File: config.mk
export PLATFORM = sky130hd
export DESIGN_NAME = pwm_offtime_timer
export DESIGN_NICKNAME = d
export VERILOG_FILES = /design/src/rtl/pwm_timer_pkg.sv /design/src/rtl/pwm_timer_dp.sv /design/src/rtl/pwm_timer_ctrl.sv /design/src/rtl/pwm_offtime_timer.sv
export SDC_FILE = /design/constraint.sdc
export NUM_CORES = 1
export LEC_CHECK = 0
export ABC_CLOCK_PERIOD_IN_PS = 3800
export BUFFER_PORTS_ARGS = -buffer_cell sky130_fd_sc_hd__buf_4
export CORE_ASPECT_RATIO = 1.4
export CORE_MARGIN = 5
export CORE_UTILIZATION = 35
export CTS_BUF_LIST = sky130_fd_sc_hd__clkbuf_8
export DETAILED_ROUTE_END_ITERATION = 10
export HOLD_SLACK_MARGIN = 0.02
export PLACE_DENSITY = 0.63
export SYNTH_ARGS = -nofsm -noshare
export SYNTH_HDL_FRONTEND = slang
export SYNTH_SLANG_ARGS = --single-unit
File: constraint.sdc
create_clock -name clk -period 3.8 [get_ports clk]
set_input_delay 0.76 -clock clk [delete_from_list [all_inputs] [get_ports clk]]
set_output_delay 0.76 -clock clk [all_outputs]
set_load 0.005 [all_outputs]
File: src/rtl/pwm_timer_pkg.sv
package pwm_timer_pkg;
  typedef enum logic [1:0] {
    ST_IDLE,
    ST_DRIVE,
    ST_OFF,
    ST_BLANK
  } pwmState_t;

  typedef struct packed {
    logic clr;
    logic inc;
  } cntStrobe_t;
endpackage

File: src/rtl/pwm_timer_dp.sv
module pwm_timer_dp
  import pwm_timer_pkg::*;
#(
  parameter int OFF_W   = 5,
  parameter int FAST_W  = 4,
  parameter int BLANK_W = 2
) (
  input  logic               clk,
  input  logic               rstN,
  input  cntStrobe_t         strb,
  input  logic [OFF_W-1:0]   offCode,
  input  logic [FAST_W-1:0]  fastCode,
  input  logic [BLANK_W-1:0] blankCode,
  output logic               offLast,
  output logic               blankLast,
  output logic               inFast
);
  localparam int CNT_W  = ((OFF_W > FAST_W) ? OFF_W : FAST_W) + 3;
  localparam int NBLANK = 1 << BLANK_W;

  logic [CNT_W-1:0] cnt;
  logic [CNT_W-1:0] offLen;
  logic [CNT_W-1:0] fastLen;
  logic [CNT_W-1:0] blankLen;
  logic [CNT_W-1:0] blankTable [NBLANK];

  // blanking lengths: 4, 6, 8, 12, then doubling for wider codes
  for (genvar g = 0; g < NBLANK; g++) begin : g_blank
    if (g < 3) begin : g_lin
      assign blankTable[g] = CNT_W'(4 + 2 * g);
    end else begin : g_dbl
      assign blankTable[g] = CNT_W'(12 << (g - 3));
    end
  end

  // (1+code)*8-1 equals the code followed by three ones
  assign offLen   = CNT_W'({offCode, 3'b111});
  assign fastLen  = CNT_W'({fastCode, 3'b111});
  assign blankLen = blankTable[blankCode];

  assign offLast   = (cnt == offLen - CNT_W'(1));
  assign blankLast = (cnt == blankLen - CNT_W'(1));
  assign inFast    = (cnt < fastLen);

  always_ff @(posedge clk) begin
    if (!rstN || strb.clr) begin
      cnt <= '0;
    end else if (strb.inc) begin
      cnt <= cnt + CNT_W'(1);
    end
  end
endmodule

File: src/rtl/pwm_timer_ctrl.sv
module pwm_timer_ctrl
  import pwm_timer_pkg::*;
(
  input  logic       clk,
  input  logic       rstN,
  input  logic       tick,
  input  logic       active,
  input  logic       trip,
  input  logic       phase,
  input  logic       slowMode,
  input  logic       offLast,
  input  logic       blankLast,
  input  logic       inFast,
  output cntStrobe_t strb,
  output logic       onPhase,
  output logic       fastDecay,
  output logic       slowDecay,
  output logic       blanking
);
  pwmState_t state;
  pwmState_t stateNxt;
  logic      phasePrev;
  logic      phaseChg;

  assign phaseChg = (phase != phasePrev);

  always_comb begin
    stateNxt = state;
    strb     = '0;
    if (!active) begin
      stateNxt = ST_IDLE;
      strb.clr = 1'b1;
    end else begin
      unique case (state)
        ST_IDLE: begin
          stateNxt = ST_BLANK;
          strb.clr = 1'b1;
        end
        ST_DRIVE: begin
          if (phaseChg) begin
            stateNxt = ST_BLANK;
            strb.clr = 1'b1;
          end else if (trip) begin
            stateNxt = ST_OFF;
            strb.clr = 1'b1;
          end
        end
        ST_OFF: begin
          if (tick && offLast) begin
            stateNxt = ST_BLANK;
            strb.clr = 1'b1;
          end else begin
            strb.inc = tick;
          end
        end
        ST_BLANK: begin
          if (phaseChg) begin
            strb.clr = 1'b1;
          end else if (tick && blankLast) begin
            stateNxt = ST_DRIVE;
            strb.clr = 1'b1;
          end else begin
            strb.inc = tick;
          end
        end
        default: begin
          stateNxt = ST_IDLE;
          strb.clr = 1'b1;
        end
      endcase
    end
  end

  always_ff @(posedge clk) begin
    phasePrev <= phase;
    if (!rstN) begin
      state <= ST_IDLE;
    end else begin
      state <= stateNxt;
    end
  end

  assign onPhase   = (state == ST_DRIVE) || (state == ST_BLANK);
  assign blanking  = (state == ST_BLANK);
  assign fastDecay = (state == ST_OFF) && !slowMode && inFast;
  assign slowDecay = (state == ST_OFF) && !fastDecay;
endmodule

File: src/rtl/pwm_offtime_timer.sv
module pwm_offtime_timer
  import pwm_timer_pkg::*;
#(
  parameter int CUR_W   = 6,
  parameter int OFF_W   = 5,
  parameter int FAST_W  = 4,
  parameter int BLANK_W = 2
) (
  input  logic               clk,
  input  logic               rstN,
  input  logic               oscTick,
  input  logic               enable,
  input  logic [CUR_W-1:0]   curCode,
  input  logic               trip,
  input  logic               phase,
  input  logic               slowMode,
  input  logic [OFF_W-1:0]   offCode,
  input  logic [FAST_W-1:0]  fastCode,
  input  logic [BLANK_W-1:0] blankCode,
  output logic               onPhase,
  output logic               fastDecay,
  output logic               slowDecay,
  output logic               blanking
);
  cntStrobe_t strb;
  logic       offLast;
  logic       blankLast;
  logic       inFast;
  logic       active;

  assign active = enable && (curCode != '0);

  pwm_timer_ctrl u_ctrl (
    .clk(clk), .rstN(rstN), .tick(oscTick), .active(active), .trip(trip),
    .phase(phase), .slowMode(slowMode), .offLast(offLast),
    .blankLast(blankLast), .inFast(inFast), .strb(strb), .onPhase(onPhase),
    .fastDecay(fastDecay), .slowDecay(slowDecay), .blanking(blanking)
  );

  pwm_timer_dp #(.OFF_W(OFF_W), .FAST_W(FAST_W), .BLANK_W(BLANK_W)) u_dp (
    .clk(clk), .rstN(rstN), .strb(strb), .offCode(offCode),
    .fastCode(fastCode), .blankCode(blankCode), .offLast(offLast),
    .blankLast(blankLast), .inFast(inFast)
  );
endmodule

Word-level counts from Yosys, hierarchy flattened
Cells that the tools add are included.
- add/sub/neg operators: 3
- multipliers: 0
- div/mod/pow operators: 0
- order comparisons: 2
- equal/unequal tests: 10
- shift operators: 0
- mux-type cells: 21
- bitwise gates (word level): 1
- reductions and logical operators: 15
- operators with widths (cell ; number):
    8-bit binary-select mux with 2-bit select ; 1
    8-bit equality test ; 2
    8-bit two-way mux ; 2
    8-bit by 1-bit subtractor with 8-bit output (second input constant) ; 2
    1-bit two-way mux ; 10
    2-bit two-way mux ; 5
    8-bit by 1-bit adder with 8-bit output (second input constant) ; 1
    8-bit by 7-bit < comparator with 1-bit output ; 1
    2-bit one-hot mux with 4 select lines ; 1
    1-bit logical AND ; 6
    6-bit nonzero test ; 1
    2-bit equality test (second input constant) ; 2
    2-bit by 1-bit inequality test with 1-bit output (second input constant) ; 2
    1-bit one-hot mux with 4 select lines ; 1
    4-bit AND reduction ; 1
    3-bit greater-or-equal comparator (second input constant) ; 1
    1-bit logical NOT ; 3
    3-bit by 2-bit inequality test with 1-bit output (second input constant) ; 1
    2-bit inverter with 3-bit output ; 1
    2-bit by 1-bit equality test with 1-bit output (second input constant) ; 1
    2-bit logical NOT ; 1
    1-bit logical OR ; 2
    2-bit inequality test (second input constant) ; 1
    1-bit one-hot mux with 2 select lines ; 1
    other kinds (2) ; 2
- bits in registers: 11
- bits in latches: 0
- memory bits (writable): 0
- bits in read-only memories: 0
- input bits: 24
- output and inout port bits: 4
- memories kept: 0

Longest topological paths before layout
- depth after elaboration: 12
- depth in mapped cells: 9

Hierarchy
Synthesis repeated with hierarchy kept, for this count alone.
- cell total of the unflattened synthesis: 108
- area total of the unflattened synthesis: 874.6 sq um
- modules (own cells, without submodules) (module ; instances ; cells each ; area each (sq um) ; seq. area each (sq um)):
    pwm_timer_dp ; 1 ; 81 ; 661.9 ; 160.2
    pwm_timer_ctrl ; 1 ; 25 ; 196.4 ; 60.1
    pwm_offtime_timer ; 1 ; 2 ; 16.3 ; 0.0

Worst setup path before layout
OpenSTA, ideal clock, no wires.
- path type: input port to output port
- start: in fastCode[0]
- end: out slowDecay
- arrival: 1.880 ns
- data required time: 3.040 ns
- slack: 1.160 ns
- stages on the path: 7
- buffers on the path: 0
- path through: inv_1 ha_1 a31o_2 a21o_1 a21o_1 a21oi_1 nor2_1
- cells in the longest elaborated chain, start to end: 4
- ends and longest elaborated chain (element ; line ; source):
    from (decl) ; pwm_offtime_timer.sv:18 ; input logic [FAST_W-1:0] fastCode,
    8-bit by 7-bit < comparator with 1-bit output ; pwm_timer_dp.sv:43 ; assign inFast = (cnt < fastLen);
    1-bit logical AND ; pwm_timer_ctrl.sv:85 ; assign fastDecay = (state == ST_OFF) && !slowMode && inFast;
    net fastDecay ; pwm_offtime_timer.sv:21 ; output logic fastDecay,
    1-bit logical NOT ; pwm_timer_ctrl.sv:86 ; assign slowDecay = (state == ST_OFF) && !fastDecay;
    1-bit logical AND ; pwm_timer_ctrl.sv:86 ;
    to (decl) ; pwm_offtime_timer.sv:22 ; output logic slowDecay,
The timed path passes the listed nets, and every way through them passes these cells.

Worst setup path in the final report
- start: in fastCode[0]
- end: out slowDecay
- cells in the longest elaborated chain, start to end: 4
- ends and longest elaborated chain (element ; line):
    8-bit by 7-bit < comparator with 1-bit output ; pwm_timer_dp.sv:43
    1-bit logical AND ; pwm_timer_ctrl.sv:85
    1-bit logical NOT ; pwm_timer_ctrl.sv:86
    1-bit logical AND ; pwm_timer_ctrl.sv:86
Every way passes these cells.

==> qor_table.md <==
| Metric | This run | Unit |
| --- | --- | --- |
| CTS Root Buffer Type | sky130_fd_sc_hd__clkbuf_8 | - |
| Ys flop type | sky130_fd_sc_hd__dfxtp_1 | - |
| CP max FO | 2 | - |
| Number of primary I/O pins | 28 | - |
| Critical path data required time | 3.04 | ns |
| Final cell area excluding filler cells | 1210 | sq um |
| Nets@finish | 173 | - |
| Half-perimeter wire length after detailed placement | 1730 | microns |
| Wire length of the first global-routing pass | 3480 | microns |
| Mux contribution to synthesized area | 0 | - |
| Kind of critical path | input port to output pin | - |
| Number of synthesized flops with an enable pin | 0 | - |
| Leading cell type in the layout, fill and taps excluded | sky130_fd_sc_hd__buf_4 | - |
| Critical path endpoint category | output pin | - |
| Critical R2R Capture | u_dp.cnt[6] | - |
| Post-synthesis share of cell area spent on full adders, half adders and majority gates | 0.118 | - |
| Maximum capacitance violations | 0 | - |
| Cell type with the largest total area after synthesis | sky130_fd_sc_hd__dfxtp_1 | - |
| Final Setup Violations | 0 | - |
| Via count | 873 | - |
| Post-route core utilization | 0.465 | - |
| Dominant combinational cell family by area after synthesis | compound AO/OA/AOI/OAI gates | - |
| Cell Chain, Critical Path | buf_4, inv_1, ha_1, a31o_2, a21o_1, a21o_1, a21oi_1, nor2_1, buf_4 | - |
| Count of yosys warnings during synthesis | 0 | - |
| Hold buffers post-CTS | 0 | - |
| Area of the placeable core | 2620 | sq um |
| Total stage count of the critical path | 9 | - |
| Width of the die | 54.2 | microns |
| Diodes inserted | 0 | - |
| Pins over their slew limit | 0 | - |
| FMAX | 350 | MHz |
| Final Cycle Share | 0.751 | - |
| Syn nets | 145 | - |
| CP max stage cell | sky130_fd_sc_hd__ha_1 | - |
| Power Density | 230 | nW/um^2 |
| Setup TNS | 0 | ns |
| Number of global-route vias before repair | 823 | - |
| Total GRT Usage | 0.117 | - |
| Wirelength, routed | 2100 | microns |
| Clock tree buffer depth | 2 | - |
| Min Tclk post-route | 2.85 | ns |
| Placed Instance Area | 1170 | sq um |
| Slew Limit Headroom | 0.768 | - |
| FF-to-FF path depth | 6 | - |
| Count of buffers from port buffering | 27 | - |
| RSZ-0062 raised after global routing | no | - |
| Maximum number of pins on one net before global-route repair | 14 | - |
| Initial antenna violation count | 0 | - |
| Drt wl/cell | 12.0 | microns |
| Number of instances in the synthesized netlist | 112 | - |
| P&R area growth vs syn | 26.9 | % |
| Simple-Gate Fraction of Synth Area | 0.225 | - |
| Worst Setup EP | slowDecay | - |
| Clock tree from TritonCTS | done | - |
| Result of the run | complete, no violations | - |
| Clk Latency, worst-skew pair | 0.23 | ns |
| Starting Density | 0.366 | - |
| XOR/XNOR Fraction of Synth Area | 0.110 | - |
| Detailed-router iteration count before antenna repair | 2 | - |
| Number of sinks driven by the clock tree | 11 | - |
| Mapped Area | 957 | sq um |
| Synthesized-area fraction occupied by ao, oa, aoi and oai cells | 0.242 | - |
| Worst reg2reg path startpoint | u_dp.cnt[2] | - |
| Die Y | 71.9 | microns |
| Total count of hold-check failures in the final report | 0 | - |
| Mean instance size in the synthesized netlist | 8.55 | sq um |
| Worst-case vdd ir drop | 0.000230 | V |
| Final WS setup | 0.947 | ns |
| Die Outline Area | 3900 | sq um |
| Post-detailed-route count of antenna-violating nets | 0 | - |
| Max stage delay on crit path | 0.27 | ns |
| Setup crit start kind | input port | - |
| CP Data Arrival Time | 2.09 | ns |
| Routability congestion estimate from global placement | 0.755 | - |
| Slew of the pin with the lowest slew margin | 0.345 | ns |
| TritonCTS buffer count | 3 | - |
| Top Family by Delay on Critical Path | compound AO/OA/AOI/OAI gates | - |
| Initial DRC count | 5 | - |
| Post-synth cell types | 38 | - |
| Maximum level of the CTS H-tree | 1 | - |
| Resized cells post-CTS | 0 | - |
| Flops & latches, synth | 11 | - |
| Clock skew | 0.00326 | ns |
| Async S/R FF share, synth | 0 | - |
| Launch point of the worst path | fastCode[0] | - |
| Leading cell types by total area after synthesis | sky130_fd_sc_hd__dfxtp_1, sky130_fd_sc_hd__ha_1, sky130_fd_sc_hd__xnor2_1 | - |
| Post-CTS setup-driven buffer insertion count | 0 | - |
| Highest-count cells in the layout ignoring fill and taps | sky130_fd_sc_hd__buf_4, sky130_fd_sc_hd__dfxtp_1, sky130_fd_sc_hd__inv_1 | - |
| Part of the Yosys area used for sequential elements | 0.230 | - |
| Number of vias per cell after detailed routing | 4.99 | - |
| Worst reg-to-reg setup slack | 1.70 | ns |
| Worst setup slack after placement | 0.929 | ns |
| Top-area cell type share of the netlist area | 0.230 | - |
| Register clock-pin slew on the reported worst setup and hold paths | 0.05 | ns |
| Layout cells sized above 1 | 0.360 | - |
| Class of the tightest hold or removal check | flip-flop to flip-flop | - |
| GRT overflow | 0 | - |
| Number of cells traversed by the worst hold path | 2 | - |
| Leakage Power | 0.000514 | uW |
| Residual DRC | 0 | - |
| WP buf/inv | 3 | - |
| Number of cell rows | 22 | - |
[area by class of cell]
cell class / count / area, sq um
Clock inverter: 1 / 3.75
Multi-Input combinational cell: 87 / 664
Clock buffer: 3 / 41.3
Fill cell: 278 / 1400
Sequential cell: 11 / 220
Inverter: 10 / 37.5
Tap cell: 36 / 45.0
Timing Repair Buffer: 27 / 203
[metal layers]
| metal | track usage | up-vias | wire length, microns |
|---|---|---|---|
| met5 | 0 | - | 0 |
| met4 | 0.0249 | 0 | 0 |
| met3 | 0.0374 | 0 | 133 |
| met2 | 0.205 | 17 | 1140 |
| met1 | 0.133 | 408 | 826 |
| li1 | - | 448 | - |
[Yosys cell counts (all sizes together) (2+ instances only)]
library cell / instances
a21o: 2
a21oi: 9
and2: 4
buf: 3
dfxtp: 11
ha: 9
inv: 10
nand2: 8
nand3: 6
nand4: 2
nor2: 6
o21ai: 8
or3: 5
or4: 4
xnor2: 7
xor2: 5
[flip-flops by register name, indices dropped and copies added, names as in the netlist]
| name | flops |
|---|---|
| u_dp.cnt | 8 |
| u_ctrl.state | 2 |
| u_ctrl.phasePrev | 1 |
[power by group]
| group | internal [uW] | switching [uW] |
|---|---|---|
| clock network | 70.6 | 40.6 |
| logic | 28.4 | 20.2 |
| registers | 118 | 1.65 |
[kinds of logic (layout without fill, tap and decap cells)]
group | Yosys count | in the layout
AND/OR/NAND/NOR | 38 | 38
AO/OA/AOI/OAI | 28 | 28
buffers and inverters | 14 | 41
XOR/XNOR | 12 | 12
flip-flops | 11 | 11
adder cells (fa/ha/maj) | 9 | 9
[worst min path at each step]
stage	startpoint	to	slack, ns
2_1_floorplan	u_ctrl.state[1]	u_ctrl.state[0]	0.49
3_3_place_gp	u_dp.cnt[1]	u_dp.cnt[1]	0.52
3_5_place_dp	u_dp.cnt[1]	u_dp.cnt[1]	0.53
4_1_cts	u_ctrl.state[1]	u_ctrl.state[0]	0.54
5_1_grt	u_ctrl.state[1]	u_ctrl.state[0]	0.55
6_report	u_dp.cnt[1]	u_dp.cnt[1]	0.53
[through the flow]
step | power, uW | cells | hold slack [ns]
detailed placement | 171 | 171 | 0.528
floorplan | 145 | 112 | 0.486
finish | 279 | 175 | 0.528
CTS | 286 | 175 | 0.535
global placement | 170 | 171 | 0.522
global route | 299 | 175 | 0.553
[worst min-delay path, delay by kind of cell, from the launching register on]
kind	cells	cell delay (ns)
AND/OR/NAND/NOR	1	0.09
flip-flops	1	0.35
AO/OA/AOI/OAI	1	0.05
Note: power is estimated with default switching activity, not from simulation.
